--- config.mk ---
export PLATFORM = sky130hd
export DESIGN_NAME = thermal_zone_monitor
export DESIGN_NICKNAME = d
export VERILOG_FILES = /design/src/rtl/tzm_pkg.sv /design/src/rtl/tzm_classify.sv /design/src/rtl/tzm_scale.sv /design/src/rtl/tzm_flags.sv /design/src/rtl/thermal_zone_monitor.sv
export SDC_FILE = /design/constraint.sdc
export NUM_CORES = 1
export LEC_CHECK = 0
export ABC_AREA = 1
export BUFFER_PORTS_ARGS = -buffer_cell sky130_fd_sc_hd__buf_2
export CAP_MARGIN = 5
export CORE_UTILIZATION = 43
export DETAILED_ROUTE_END_ITERATION = 10
export GPL_TIMING_DRIVEN = 0
export HOLD_SLACK_MARGIN = 0.05
export PLACE_DENSITY = 0.71
export SETUP_SLACK_MARGIN = 0.02
export SKIP_LAST_GASP = 1
export SYNTH_ARGS = -nofsm -noshare
export SYNTH_HDL_FRONTEND = slang
export SYNTH_SLANG_ARGS = --single-unit
--- constraint.sdc ---
create_clock -name clk -period 5.7 [get_ports clk]
set_clock_uncertainty 0.1 [all_clocks]
set_input_delay 1.14 -clock clk [delete_from_list [all_inputs] [get_ports clk]]
set_output_delay 1.14 -clock clk [all_outputs]
set_load 0.01 [all_outputs]
--- src/rtl/tzm_pkg.sv ---
package tzm_pkg;
  typedef enum logic [2:0] {
    Z_HOT  = 3'd0,
    Z_WARM = 3'd1,
    Z_NORM = 3'd2,
    Z_COOL = 3'd3,
    Z_COLD = 3'd4,
    Z_OPEN = 3'd5
  } zone_e;

  localparam logic [1:0] M_FULL    = 2'd0;
  localparam logic [1:0] M_HOTCOLD = 2'd1;

  // Zone as seen by the charge controls under a given mode
  function automatic zone_e ctl_zone(input zone_e z, input logic [1:0] m);
    zone_e r;
    if (m == M_FULL) r = z;
    else if (m == M_HOTCOLD) r = ((z == Z_WARM) || (z == Z_COOL)) ? Z_NORM : z;
    else r = Z_NORM;
    return r;
  endfunction
endpackage

--- src/rtl/tzm_classify.sv ---
module tzm_classify
  import tzm_pkg::*;
#(
  parameter int THR_W = 8
) (
  input  logic [THR_W-1:0] level,
  input  logic [THR_W-1:0] thr_open,
  input  logic [THR_W-1:0] thr_cold,
  input  logic [THR_W-1:0] thr_cool,
  input  logic [THR_W-1:0] thr_warm,
  input  logic [THR_W-1:0] thr_hot,
  output zone_e            zone
);
  // Higher level means colder battery: check from the cold end down
  always_comb begin
    if (level > thr_open)       zone = Z_OPEN;
    else if (level > thr_cold)  zone = Z_COLD;
    else if (level > thr_cool)  zone = Z_COOL;
    else if (level >= thr_warm) zone = Z_NORM;
    else if (level >= thr_hot)  zone = Z_WARM;
    else                        zone = Z_HOT;
  end
endmodule

--- src/rtl/tzm_scale.sv ---
module tzm_scale #(
  parameter int I_W = 9,
  parameter int F_W = 3
) (
  input  logic [I_W-1:0] ichg,
  input  logic [F_W-1:0] frac,
  output logic [I_W-1:0] scaled
);
  localparam int P_W = I_W + F_W + 1;

  generate
    if (F_W == 0) begin : g_pass
      assign scaled = ichg;
    end else begin : g_mul
      logic [P_W-1:0] mult;
      logic [P_W-1:0] prod;
      assign mult   = P_W'(frac) + P_W'(1);
      assign prod   = P_W'(ichg) * mult;
      // floor division by 2^F_W: whole current steps only
      assign scaled = prod[F_W +: I_W];
    end
  endgenerate
endmodule

--- src/rtl/tzm_flags.sv ---
module tzm_flags #(
  parameter int N = 3
) (
  input  logic         clk,
  input  logic         rst_n,
  input  logic [N-1:0] set,
  input  logic         clr,
  output logic [N-1:0] q
);
  logic [N-1:0] q_d;

  always_comb begin
    q_d = (clr ? '0 : q) | set;
  end

  always_ff @(posedge clk or negedge rst_n) begin
    if (!rst_n) q <= '0;
    else        q <= q_d;
  end
endmodule

--- src/rtl/thermal_zone_monitor.sv ---
module thermal_zone_monitor
  import tzm_pkg::*;
#(
  parameter int CODE_W = 16,
  parameter int THR_W  = 8,
  parameter int I_W    = 9,
  parameter int F_W    = 3
) (
  input  logic              clk,
  input  logic              rst_n,
  input  logic              adc_valid,
  input  logic [CODE_W-1:0] adc_code,
  input  logic [THR_W-1:0]  thr_open,
  input  logic [THR_W-1:0]  thr_cold,
  input  logic [THR_W-1:0]  thr_cool,
  input  logic [THR_W-1:0]  thr_warm,
  input  logic [THR_W-1:0]  thr_hot,
  input  logic [1:0]        mode,
  input  logic [I_W-1:0]    ichg_code,
  input  logic [F_W-1:0]    cool_frac,
  input  logic              fault_read,
  output logic [2:0]        zone,
  output logic              chg_hold,
  output logic              tmr_hold,
  output logic [I_W-1:0]    ichg_eff,
  output logic              vreg_reduce,
  output logic              term_inhibit,
  output logic [2:0]        fault,
  output logic              irq,
  output logic              cur_upd
);
  localparam int LSB = CODE_W - THR_W;

  zone_e          zone_new, zone_q, zone_d, cz;
  logic           irq_d, upd_d;
  logic [2:0]     fault_set;
  logic [I_W-1:0] ichg_scaled;

  tzm_classify #(.THR_W(THR_W)) u_cls (
    .level    (adc_code[CODE_W-1:LSB]),
    .thr_open (thr_open),
    .thr_cold (thr_cold),
    .thr_cool (thr_cool),
    .thr_warm (thr_warm),
    .thr_hot  (thr_hot),
    .zone     (zone_new)
  );

  tzm_scale #(.I_W(I_W), .F_W(F_W)) u_scl (
    .ichg   (ichg_code),
    .frac   (cool_frac),
    .scaled (ichg_scaled)
  );

  // next state
  always_comb begin
    zone_d    = adc_valid ? zone_new : zone_q;
    irq_d     = adc_valid && (zone_new != zone_q);
    upd_d     = adc_valid && (ctl_zone(zone_new, mode) != ctl_zone(zone_q, mode));
    fault_set = {3{adc_valid}} & {zone_new == Z_OPEN, zone_new == Z_COLD, zone_new == Z_HOT};
  end

  always_ff @(posedge clk or negedge rst_n) begin
    if (!rst_n) begin
      zone_q  <= Z_NORM;
      irq     <= 1'b0;
      cur_upd <= 1'b0;
    end else begin
      zone_q  <= zone_d;
      irq     <= irq_d;
      cur_upd <= upd_d;
    end
  end

  tzm_flags #(.N(3)) u_flg (
    .clk   (clk),
    .rst_n (rst_n),
    .set   (fault_set),
    .clr   (fault_read),
    .q     (fault)
  );

  // charge controls from registered zone and live configuration
  always_comb begin
    cz           = ctl_zone(zone_q, mode);
    chg_hold     = (cz == Z_HOT) || (cz == Z_COLD) || (cz == Z_OPEN);
    tmr_hold     = (cz == Z_HOT) || (cz == Z_COLD);
    vreg_reduce  = (cz == Z_WARM);
    term_inhibit = (cz == Z_WARM);
    ichg_eff     = (cz == Z_COOL) ? ichg_scaled : ichg_code;
    zone         = zone_q;
  end
endmodule

# [Word-level counts from Yosys, hierarchy flattened]
# Index checks and enable logic that the tools add are counted.
[totals] register_bits=8
[classes] addsub=1 n_lt_le_gt_ge=5 eq_ne=13 reduce_logical=9 mul=1 bitwise_logic=2 mux=13
[op_table] op="$mux 3" count=11
[op_table] op="$gt 8x8->1" count=3
[op_table] op="$ge 8x8->1" count=2
[op_table] op="$mul 9x13->12" count=1
[op_table] op="$eq 3x3->1 const B" count=4
[op_table] op="$eq 3x1->1 const B" count=3
[op_table] op="$eq 3x2->1 const B" count=3
[op_table] op="$mux 9" count=1
[op_table] op="$logic_not 3->1" count=2
[op_table] op="$ne 3x3->1" count=2
[op_table] op="$add 3x1->4 const B" count=1
[op_table] op="$logic_or 1x1->1" count=4
[op_table] op="$and 3x3->3" count=1
[op_table] op="$or 3x3->3" count=1
[op_table] op="$eq 2x1->1 const B" count=1
[op_table] op="$logic_and 1x1->1" count=2
[op_table] op="$logic_not 2->1" count=1
[op_table] op="$mux 1" count=1

# [Depth between registers and ports, before layout]
# Gate-level depths: netlist (run 1).
[depth] ltp_word=13 ltp_mapped=20 mapped_depth_nobuf=20

# [Cells and area by module]
# A second synthesis (run 1) with hierarchy kept.
[hier_totals] hier_cells=461 hier_area_um2=2911.5
[modules_own_cells] mod="tzm_scale" cells_per_inst=192 area_each_um2=1153.6 instances=1 seq_area_each_um2=0.0
[modules_own_cells] mod="tzm_classify" cells_per_inst=172 area_each_um2=1082.3 instances=1 seq_area_each_um2=0.0
[modules_own_cells] mod="thermal_zone_monitor" cells_per_inst=84 area_each_um2=563.0 instances=1 seq_area_each_um2=126.4
[modules_own_cells] mod="tzm_flags" cells_per_inst=13 area_each_um2=112.6 instances=1 seq_area_each_um2=75.1

# [Worst setup path before layout (run 1)]
# Ideal clock, no wire load.
[synth_path] kind="input to output" from="in cool_frac[0]" to="out ichg_eff[7]" n_path_buf=0 cell_stages=20 path_slack_ns=0.232 arrival_ns=4.228 t_required_ns=4.460 cell_sequence="ha_1 or2_2 nand2_1 inv_1 nand2_1 fa_1 fa_1 inv_1 fa_1 nand3_1 nand2_1 nand2_1 nand2_1 a21oi_2 nor2_1 o21ai_2 nand2_1 nand2_1 nand3_1 o21ai_0"
[synth_between] elab_chain_len=3
[synth_rtl] item="start: declaration" line="thermal_zone_monitor.sv:20" rtl="input logic [F_W-1:0] cool_frac,"
[synth_rtl] item="$add 3x1->4" line="tzm_scale.sv:17" rtl="assign mult = P_W'(frac) + P_W'(1);"
[synth_rtl] item="$mul 9x13->12" line="tzm_scale.sv:18" rtl="assign prod = P_W'(ichg) * mult;"
[synth_rtl] item="$mux 9" line="thermal_zone_monitor.sv:90" rtl="ichg_eff = (cz == Z_COOL) ? ichg_scaled : ichg_code;"
[synth_rtl] item="end: declaration" line="thermal_zone_monitor.sv:25" rtl="output logic [I_W-1:0] ichg_eff,"
# No other way between the ends.

# [Worst setup path after layout (run 1)]
# Same ends and word-level chain as after synthesis.

==> results.md, run 1 <==
- CP arrival: 4.29 ns
- Final Cycle Share: 0.9708
- Clock tree root buffer cell: clkbuf_8
- Time the worst path needs with I/O delays and setup: 5.534 ns
- Routed Antenna Nets: 0
- Number of synthesized register bits: 8
- # setup viols final: 0
- Clk sinks: 8
- Transition time at the pin with the least slew margin: 0.3065 ns
- Parity-gate share of the synthesized area counting xor and xnor cells: 0.02663
- Maximum root-to-sink buffer count: 2
- Layout area overhead: 26.39%
- Most repeated cell in the gate-level netlist after synthesis: nand2_1
- GPL Wtd Cong: 0.8060
- CORE AREA: 5921 um^2
- Hold Path Cell Cnt: 2
- Ant. Diodes: 0
- Setup repair after global routing missed its margin: yes
- Worst Setup Slack, final: 0.1663 ns
- DRC errors left: 0
- Post-synthesis sequential area ratio: 0.07656
- Final wirelength: 6.076 mm
- Count of max-cap constraint violations: 0
- Ratio of cells with drive above 1 in the final layout: 0.2704
- Initial antenna violation count: 0
- Post-place setup slack: -0.2969 ns
- Most used standard cells in the synthesized netlist: nand2_1 (111), inv_1 (93), ha_1 (54), nor2_1 (34), a21oi_1 (18)
- Category of the critical setup timing path: primary input to output port
- Total of fill cells in the finished design: 573
- Number of distinct library cell variants in the gate-level netlist after synthesis: 35
- Overall routing resource usage: 0.2011
- Startpoint type of the worst setup path: primary input
- Wire length per cell after detailed routing: 10.51 um
- Latest clock arrival within the worst-skew pair: 0.23 ns
- Final number of max-transition violations: 0
- Syn. warnings: 0
- Placed Instances: 569
- Detailed-routing iteration count for the pre-antenna-repair pass: 4
- Clock tree from TritonCTS: done
- Kind of end point of the critical path: output port
- Via count of the first global-routing pass: 2539
- Grt ovf: 0
- Post-synth top area cell: ha_1
- Largest fanout on the critical path: 7
- Initial detailed-routing violation count: 74
- Slew headroom: 0.7939
- Die ar.: 6436 um^2
- Mux contribution to synthesized area: 0
- Peak supply drop: 0.1573 mV
- Flip-flop cell with the highest count after synthesis: dfrtp_1
- Post-detailed-placement half-perimeter wirelength: 5.324 mm
- Rows: 28
- Asr flop ratio synth: 1.000
- Class of the tightest hold or removal check: register to register
- Die width: 80.23 um
- Endpoint required time on the critical path: 4.46 ns
- Adder-Cell Fraction of Synth Area: 0.3633
- NumNets Final: 646
- Number of instances in the synthesized netlist: 408
- Post-synthesis instance area: 2631 um^2
- Post-DR vias/cell: 4.725
- Cell Count, Final, Fillers Out: 578
- Depth of the worst register-to-register path: 7
- Number of nets in the synthesized netlist: 550
- Portion of synthesized cell area occupied by the leading cell type: 0.2568
- Clock Pin Slew Worst Setup and Hold Paths: 0.04 ns
- Number of input and output port buffers inserted: 86
- Inserted Clock Buffers: 3
- Top area cells in the synthesized netlist: ha_1 (26%), nand2_1 (16%), inv_1 (13%)
- Post-CTS Hold Fix Bufs: 0
- Final hold viol count: 0
- Total leakage power: 0.002077 uW
- First-pass GRT wire length: 10.34 mm
- Ports placed on the boundary: 95
- Simple-gate area share of the yosys netlist: 0.2872
- Synthesized area per cell: 6.449 um^2
- Largest family of logic cells by synthesized area: adder cells
- Fraction of the mapped netlist area in compound gates: 0.09891
- Starting utilization of the core area: 0.4444
- Level count of the clock H-tree: 1
- Pin count of the biggest net entering global routing: 11
- Pwr per Cell Area: 150.4 nW/um^2
- Die span in y: 80.23 um
- Number of enable flip-flop cells after synthesis: 0
- Fmax: 180.7 MHz
- Via Count: 2731
- Result of the run: finished clean
-- placed cells by master, fill, tap and decap left out, types with 2 or more instances in the layout --
cell	netlist	layout
nand2_1	111	105
inv_1	93	90
buf_2	2	86
ha_1	54	51
nor2_1	34	33
a21oi_1	18	16
fa_1	14	13
nand3_1	14	12
nand2_2	5	9
buf_4	2	9
o21ai_0	12	9
dfrtp_1	7	7
o21ai_1	3	6
inv_2	2	4
nor2_2	3	4
a21o_1	4	4
a21oi_2	2	4
xor2_1	4	4
xnor2_1	4	4
nand2_4	1	3
nand4_1	3	3
clkbuf_8	0	3
nand3b_1	2	2
nand3_2	0	2
o21ai_2	2	2
ha_4	0	2
-- sequential cells by signal, indices dropped and copies added (netlist names) --
register  count
cur_upd       1
zone          3
u_flg.q       3
irq           1
-- path summary, 6_finish.rpt --
path / start / end / slack, ns
max: cool_frac[0] / ichg_eff[7] / 0.17
min: u_flg.q[0] / u_flg.q[0] / 0.39
max reg2reg: zone[1] / cur_upd / 4.35
min reg2reg: u_flg.q[0] / u_flg.q[0] / 0.39
max in group asynchronous: rst_n / zone[1] / 4.62
min in group asynchronous: rst_n / u_flg.q[2] / 0.64
-- worst max-delay path, stage by stage --
cell and delay, ns:
buf_2 0.11, ha_2 0.18, or2_4 0.23, nand2_4 0.09, inv_6 0.06, nand2_4 0.05, fa_1 0.43, fa_1 0.51
inv_2 0.05, fa_2 0.39, nand3_2 0.08, nand2_2 0.06, nand2_2 0.07, nand2_2 0.06, a21oi_2 0.15, nor2_2 0.07
o21ai_2 0.15, nand2_1 0.06, nand2_1 0.05, nand3_1 0.07, o21ai_1 0.09, buf_2 0.15
-- area by class of cell --
cell class | count | area (um^2) | area share
Buffer | 3 | 22.52 | 0.006772
Clock buffer | 4 | 45.04 | 0.01354
Inverter | 96 | 367.9 | 0.1106
Multi-Input combinational cell | 300 | 2120 | 0.6373
Sequential cell | 8 | 201.4 | 0.06057
Tap cell | 75 | 93.84 | 0.02822
Timing Repair Buffer | 92 | 475.5 | 0.1430
-- kinds of logic after synthesis --
kind of cell    Yosys count
fa+ha+maj                68
flops                     8
simple gates            179
compound gates           45
xor+xnor                  8
buf+inv                 100
-- power breakdown --
group,leakage (uW),switching [uW],internal [uW]
combinational,0.00196,205,153
sequential,0.0000965,5.28,66.6
clock,0.0000228,21.7,48.4
-- metal layers --
metal | wire length (um) | global-route usage | part of all wire | up-vias
li1 | - | - | - | 1451
met1 | 2728 | 0.2611 | 0.45 | 1188
met2 | 2860 | 0.3487 | 0.47 | 82
met3 | 399 | 0.02045 | 0.066 | 10
met4 | 87 | 0.05893 | 0.014 | 0
met5 | 0 | 0 | 0 | -
-- repair_timing --
item	4_1_cts	5_1_grt
buffers inserted	4	2
setup endpoints to repair	4	5
pin swaps	4	12
resized for setup	7	21
hold endpoints to repair	0	0
-- per-stage QoR --
stage / TNS (ns) / cell area (um^2) / hold slack (ns) / power, uW / util
detailed placement: -0.4731 / 3156 / 0.3767 / 400.4 / 0.5330
floorplan: 0 / 2631 / 0.3977 / 299.4 / -
global placement: -0.3994 / 3156 / 0.3649 / 389.8 / 0.5330
global route: 0 / 3326 / 0.4190 / 559.6 / 0.5617
finish: 0 / 3326 / 0.3860 / 500.0 / 0.5617
CTS: 0 / 3243 / 0.3901 / 478.3 / 0.5478
Note: power is estimated with default switching activity, not from simulation.
==> run 2, diff against run 1 <==
==> constraint.sdc (replaced) <==
create_clock -name clk -period 5.7 [get_ports clk]
set_clock_uncertainty 0.1 [all_clocks]
set_input_delay 0.285 -clock clk [delete_from_list [all_inputs] [get_ports clk]]
set_output_delay 0.285 -clock clk [all_outputs]
set_load 0.01 [all_outputs]
==> results.md, run 2 (synthesized netlist as in run 1, its figures left out) <==
- Fmax: 234.1 MHz
- DRC errors left: 0
- Cells along the critical path: buf_2 > ha_1 > or2_2 > nand2_1 > inv_1 > nand2_1 > fa_1 > fa_1 > inv_1 > fa_1 > nand3_1 > nand2_1 > nand2_1 > nand2_1 > a21oi_2 > nor2_1 > o21ai_2 > nand2_1 > nand2_1 > nand3_1 > o21ai_0 > buf_2
- Initial antenna violation count: 0
- Wire length on met1: 2.728 mm
- NumNets Final: 642
- Seq pwr share: 0.154
- Metal3 WL: 295 um
- Delay of the slowest critical-path stage: 0.55 ns
- Starting utilization of the core area: 0.4444
- Level count of the clock H-tree: 1
- Part of the total power dissipated in the clock network: 0.150
- Switching power of the nets: 217.9 uW
- Total leakage power: 0.002056 uW
- Maximum root-to-sink buffer count: 2
- PnR Total Power: 467.6 uW
- Largest fanout on the critical path: 7
- Summed negative setup slack over all endpoints: 0 ns
- Category of the critical setup timing path: primary input to output port
- Transition time at the pin with the least slew margin: 0.2627 ns
- Number of instances resized during post-cts repair: 0
- Family of cells with the greatest summed delay on the critical path: adder cells
- Final Cycle Share: 0.7495
- Post-DR vias/cell: 4.704
- Worst Setup Slack, final: 1.428 ns
- Net switching fraction of the power: 0.4661
- Via Count: 2700
- Slew headroom: 0.8230
- Count of max-cap constraint violations: 0
- Cell Count, Final, Fillers Out: 574
- Most used cells in the layout excluding fill and tap cells: nand2_1 (111), inv_1 (93), buf_2 (88)
- Rows: 28
- Peak supply drop: 0.1571 mV
- Most common cell on crit path: nand2_1
- Startpoint type of the worst setup path: primary input
- Sum of buffers and inverters on the critical path: 4
- Clock Pin Slew Worst Setup and Hold Paths: 0.04 ns
- Pwr per Cell Area: 145.7 nW/um^2
- Die ar.: 6436 um^2
- Overall routing resource usage: 0.1963
- Final wirelength: 5.831 mm
- Layout area overhead: 22.02%
- Latest clock arrival within the worst-skew pair: 0.23 ns
- Post-CTS setup repair buffer count: 0
- Grt ovf: 0
- Ratio of cells with drive above 1 in the final layout: 0.2265
- Setup repair after global routing missed its margin: no
- Kind of end point of the critical path: output port
- Post-CTS Hold Fix Bufs: 1
- Die width: 80.23 um
- Placed Instances: 569
- GPL Wtd Cong: 0.8060
- Detailed-routed wire length on met2: 2.728 mm
- Clock tree root buffer cell: clkbuf_8
- Routed Antenna Nets: 0
- Initial detailed-routing violation count: 81
- Post-detailed-placement half-perimeter wirelength: 5.324 mm
- Ports placed on the boundary: 95
- Highest signal layer in the routed design: met4
- Ant. Diodes: 0
- Number of input and output port buffers inserted: 86
- Worst-path cell with the longest stage delay: fa_1
- CORE AREA: 5921 um^2
- Endpoint required time on the critical path: 5.32 ns
- Final number of max-transition violations: 0
- Clock tree from TritonCTS: done
- Class of the tightest hold or removal check: primary input to register
- Inserted Clock Buffers: 3
- Total of fill cells in the finished design: 595
- Detailed-routing iteration count for the pre-antenna-repair pass: 4
- CP arrival: 3.89 ns
- Time the worst path needs with I/O delays and setup: 4.272 ns
- Pin count of the biggest net entering global routing: 11
- Wire length per cell after detailed routing: 10.16 um
- Final hold viol count: 0
- Via count of the first global-routing pass: 2490
- Die span in y: 80.23 um
- Internal power: 249.7 uW
- Post-place setup slack: 1.413 ns
- Proportion of power drawn by combinational gates: 0.697
- Most common library cell in the layout ignoring fill and taps: nand2_1
- Result of the run: finished clean
- # setup viols final: 0
- Clk sinks: 8
- First-pass GRT wire length: 10.15 mm
-- run 2: cell types whose count changed in the layout (fill, tap and decap cells not counted), sizes merged --
| cell | delta |
|---|---|
| buf | -5 |
| dlygate4sd3 | +1 |
-- run 2: cell type report --
cell class | instances | area [um^2] | area share
multi-input combinational | 300 | 2042 | 0.6360
timing repair buffer | 87 | 440.4 | 0.1372
inverter | 96 | 362.8 | 0.1130
sequential | 8 | 201.4 | 0.06274
tap | 75 | 93.84 | 0.02923
clock buffer | 4 | 45.04 | 0.01403
buffer | 4 | 25.02 | 0.007794
-- run 2: worst paths after layout --
check                                   from          end  slack [ns]  depth (start not counted)
worst max-delay path            cool_frac[0]  ichg_eff[7]        1.43                         22
worst min-delay path               adc_valid      zone[2]        0.20                          2
worst max register to register       zone[1]      cur_upd        4.35                          7
worst min register to register    u_flg.q[0]   u_flg.q[0]        0.39                          2
max in group asynchronous              rst_n      zone[1]        4.94                          2
min in group asynchronous              rst_n   u_flg.q[2]        0.33                          2
-- run 2: metrics by stage --
step	hold WS, ns	util	area, um^2
after global placement	0.02836	0.5330	3156
after floorplan	-0.1106	-	2631
after global routing	0.2139	0.5423	3211
after detailed placement	0.03241	0.5330	3156
after CTS	0.1938	0.5423	3211
final	0.1956	0.5423	3211
-- run 2: metal layers --
metal | global-route usage | vias up
met3 | 0.02045 | 8
met2 | 0.3419 | 67
met4 | 0.05893 | 0
li1 | - | 1445
met1 | 0.2529 | 1180
met5 | 0 | -
-- run 2: worst reg2reg max path, delay by kind of cell (launching register included) --
family | cells | cell delay (ns)
and+or+nand+nor | 5 | 0.48
DFF | 1 | 0.53
buffers and inverters | 2 | 0.17
-- run 2: power groups by stage --
stage | Clock (uW) | Sequential, uW | Combinational (uW)
6_report | 70.1 | 71.8 | 326
5_1_grt | 74.4 | 72.9 | 380
4_1_cts | 71.7 | 72.1 | 329
3_5_place_dp | 0 | 72.7 | 328
3_3_place_gp | 0 | 72.5 | 317
2_1_floorplan | 0 | 76.6 | 223
==> run 3, diff against run 2 <==
--- a/config.mk
+++ b/config.mk
@@ -12,7 +12,7 @@
 export DETAILED_ROUTE_END_ITERATION = 10
 export GPL_TIMING_DRIVEN = 0
 export HOLD_SLACK_MARGIN = 0.05
-export PLACE_DENSITY = 0.71
+export PLACE_DENSITY = 0.74
 export SETUP_SLACK_MARGIN = 0.02
 export SKIP_LAST_GASP = 1
 export SYNTH_ARGS = -nofsm -noshare
==> constraint.sdc (replaced) <==
create_clock -name clk -period 3.5 [get_ports clk]
set_clock_uncertainty 0.1 [all_clocks]
set_input_delay 0.175 -clock clk [delete_from_list [all_inputs] [get_ports clk]]
set_output_delay 0.175 -clock clk [all_outputs]
set_load 0.01 [all_outputs]
==> results.md, run 3 (synthesized netlist as in run 1, its figures left out) <==
- Detailed-routing iteration count for the pre-antenna-repair pass: 4
- Detailed-routed wire length on met2: 2.897 mm
- Reg-to-reg slack, setup: 2.12 ns
- Violations in the final reports: negative setup slack
- Clock tree root buffer cell: clkbuf_8
- GPL Wtd Cong: 0.8498
- Overall routing resource usage: 0.1956
- Total leakage power: 0.002104 uW
- Routed Antenna Nets: 0
- Count of max-cap constraint violations: 0
- Footprint of the multi-input gates: 2196 um^2
- RR Startpoint: zone[1]
- Ratio of cells with drive above 1 in the final layout: 0.2899
- Number of input and output port buffers inserted: 86
- Beginning of the critical path: cool_frac[0]
- Initial detailed-routing violation count: 55
- Transition time at the pin with the least slew margin: 0.2675 ns
- Die width: 80.23 um
- Peak supply drop: 0.1871 mV
- Final Cycle Share: 1.004
- Setup repair after global routing missed its margin: yes
- Maximum root-to-sink buffer count: 2
- Final design utilization: 0.5835
- Most used cells in the layout excluding fill and tap cells: nand2_1 (106), inv_1 (90), buf_2 (84)
- Via count of the first global-routing pass: 2511
- Critical R2R Capture: cur_upd
- Post-DR vias/cell: 4.715
- Pin count of the biggest net entering global routing: 11
- Rows: 28
- Clock tree from TritonCTS: done
- DRC errors left: 0
- Die span in y: 80.23 um
- Final wirelength: 6.109 mm
- Total of fill cells in the finished design: 578
- Category of the critical setup timing path: primary input to output port
- Worst Setup Slack, final: -0.01565 ns
- Endpoint required time on the critical path: 3.22 ns
- Largest fanout on the critical path: 5
- Wire length on met1: 2.920 mm
- Final number of max-transition violations: 0
- Fmax: 284.4 MHz
- Worst-path cell with the longest stage delay: fa_1
- Highest signal layer in the routed design: met4
- Startpoint type of the worst setup path: primary input
- Depth of the worst register-to-register path: 7
- Most common cell on crit path: nand2_2
- Post-detailed-placement half-perimeter wirelength: 5.229 mm
- Result of the run: finished, violations left
- CP arrival: 3.24 ns
- Wire length per cell after detailed routing: 10.50 um
- Initial antenna violation count: 0
- Inserted Clock Buffers: 3
- Terminating pin of the worst hold path: zone[2]
- Layout area overhead: 31.29%
- Hold Startpoint: adc_valid
- NumNets Final: 650
- Level count of the clock H-tree: 1
- # setup viols final: 1
- Ant. Diodes: 0
- Post-route cell area: 3455 um^2
- Area occupied by registers: 201.4 um^2
- Pwr per Cell Area: 248.3 nW/um^2
- Grt ovf: 0
- Die ar.: 6436 um^2
- Latest clock arrival within the worst-skew pair: 0.23 ns
- Clk sinks: 8
- Kind of end point of the critical path: output port
- Ports placed on the boundary: 95
- First-pass GRT wire length: 10.13 mm
- Starting utilization of the core area: 0.4444
- Cell Area, Placed: 3159 um^2
- Final hold viol count: 0
- Hold Path Cell Cnt: 2
- Time the worst path needs with I/O delays and setup: 3.516 ns
- Delay of the slowest critical-path stage: 0.51 ns
- Metal3 WL: 240 um
- Class of the tightest hold or removal check: primary input to register
- Via Count: 2744
- Summed negative setup slack over all endpoints: -0.01565 ns
- CORE AREA: 5921 um^2
- Cells along the critical path: buf_6 > ha_4 > or2_4 > nand2_4 > inv_6 > nand2_2 > fa_1 > fa_1 > inv_2 > fa_2 > nand3_2 > nand2_2 > nand2_2 > nand2_2 > a21oi_2 > nor2_2 > o21ai_2 > nand2_1 > nand2_1 > nand3_2 > o21ai_2 > buf_2
- Post-place setup slack: -0.5183 ns
- Clock Pin Slew Worst Setup and Hold Paths: 0.04 ns
- Slew headroom: 0.8201
- Most common library cell in the layout ignoring fill and taps: nand2_1
-- run 3: routing by layer --
layer / GRT usage / vias up
li1: - / 1458
met1: 0.2520 / 1213
met2: 0.3530 / 66
met3: 0.01818 / 7
met4: 0.03571 / 0
met5: 0 / -
-- run 3: final cells by class --
| cell class | count | area share |
|---|---|---|
| clock buffers | 4 | 0.01304 |
| well taps | 75 | 0.02716 |
| plain buffers | 3 | 0.007606 |
| repair buffers | 96 | 0.1518 |
| inverters | 96 | 0.1065 |
| flip-flops and latches | 8 | 0.05831 |
| multi-input cells | 300 | 0.6356 |
-- run 3: worst max path at each step --
| stage | end | slack [ns] | cells past startpoint |
|---|---|---|---|
| after floorplan | ichg_eff[7] | 0.02 | 20 |
| after global placement | ichg_eff[7] | -0.47 | 22 |
| after detailed placement | ichg_eff[7] | -0.52 | 22 |
| after CTS | ichg_eff[7] | 0.01 | 22 |
| after global routing | ichg_eff[7] | -0.16 | 22 |
| final | ichg_eff[7] | -0.02 | 22 |
-- run 3: where the power goes --
group	leakage, uW	internal (uW)	switching (uW)	total (uW)
logic	0.00198	276	346	622
registers	0.0000965	108	8.87	117
clock network	0.0000228	79.2	39.7	119
-- run 3: timing repair --
item / CTS / global route
setup buffers: 8 / 1
endpoints found under the hold margin: 8 / 0
endpoints found under the setup margin: 7 / 5
pin swaps: 15 / 5
gates resized for setup: 27 / 12
hold buffers: 1 / 0
-- run 3: metrics by stage --
step	power, uW	std cells	hold slack, ns
global route	956.7	582	0.1191
finish	857.9	582	0.09113
CTS	826.8	581	0.09287
floorplan	489.2	408	-0.2206
global placement	634.4	569	-0.08220
detailed placement	648.3	569	-0.07229
-- run 3: critical path, delay by kind of cell --
kind | cells | cell delay [ns]
buffers and inverters | 4 | 0.34
and+or+nand+nor | 11 | 0.93
AOI/OAI and AO/OA | 3 | 0.36
adders and majority gates | 4 | 1.43
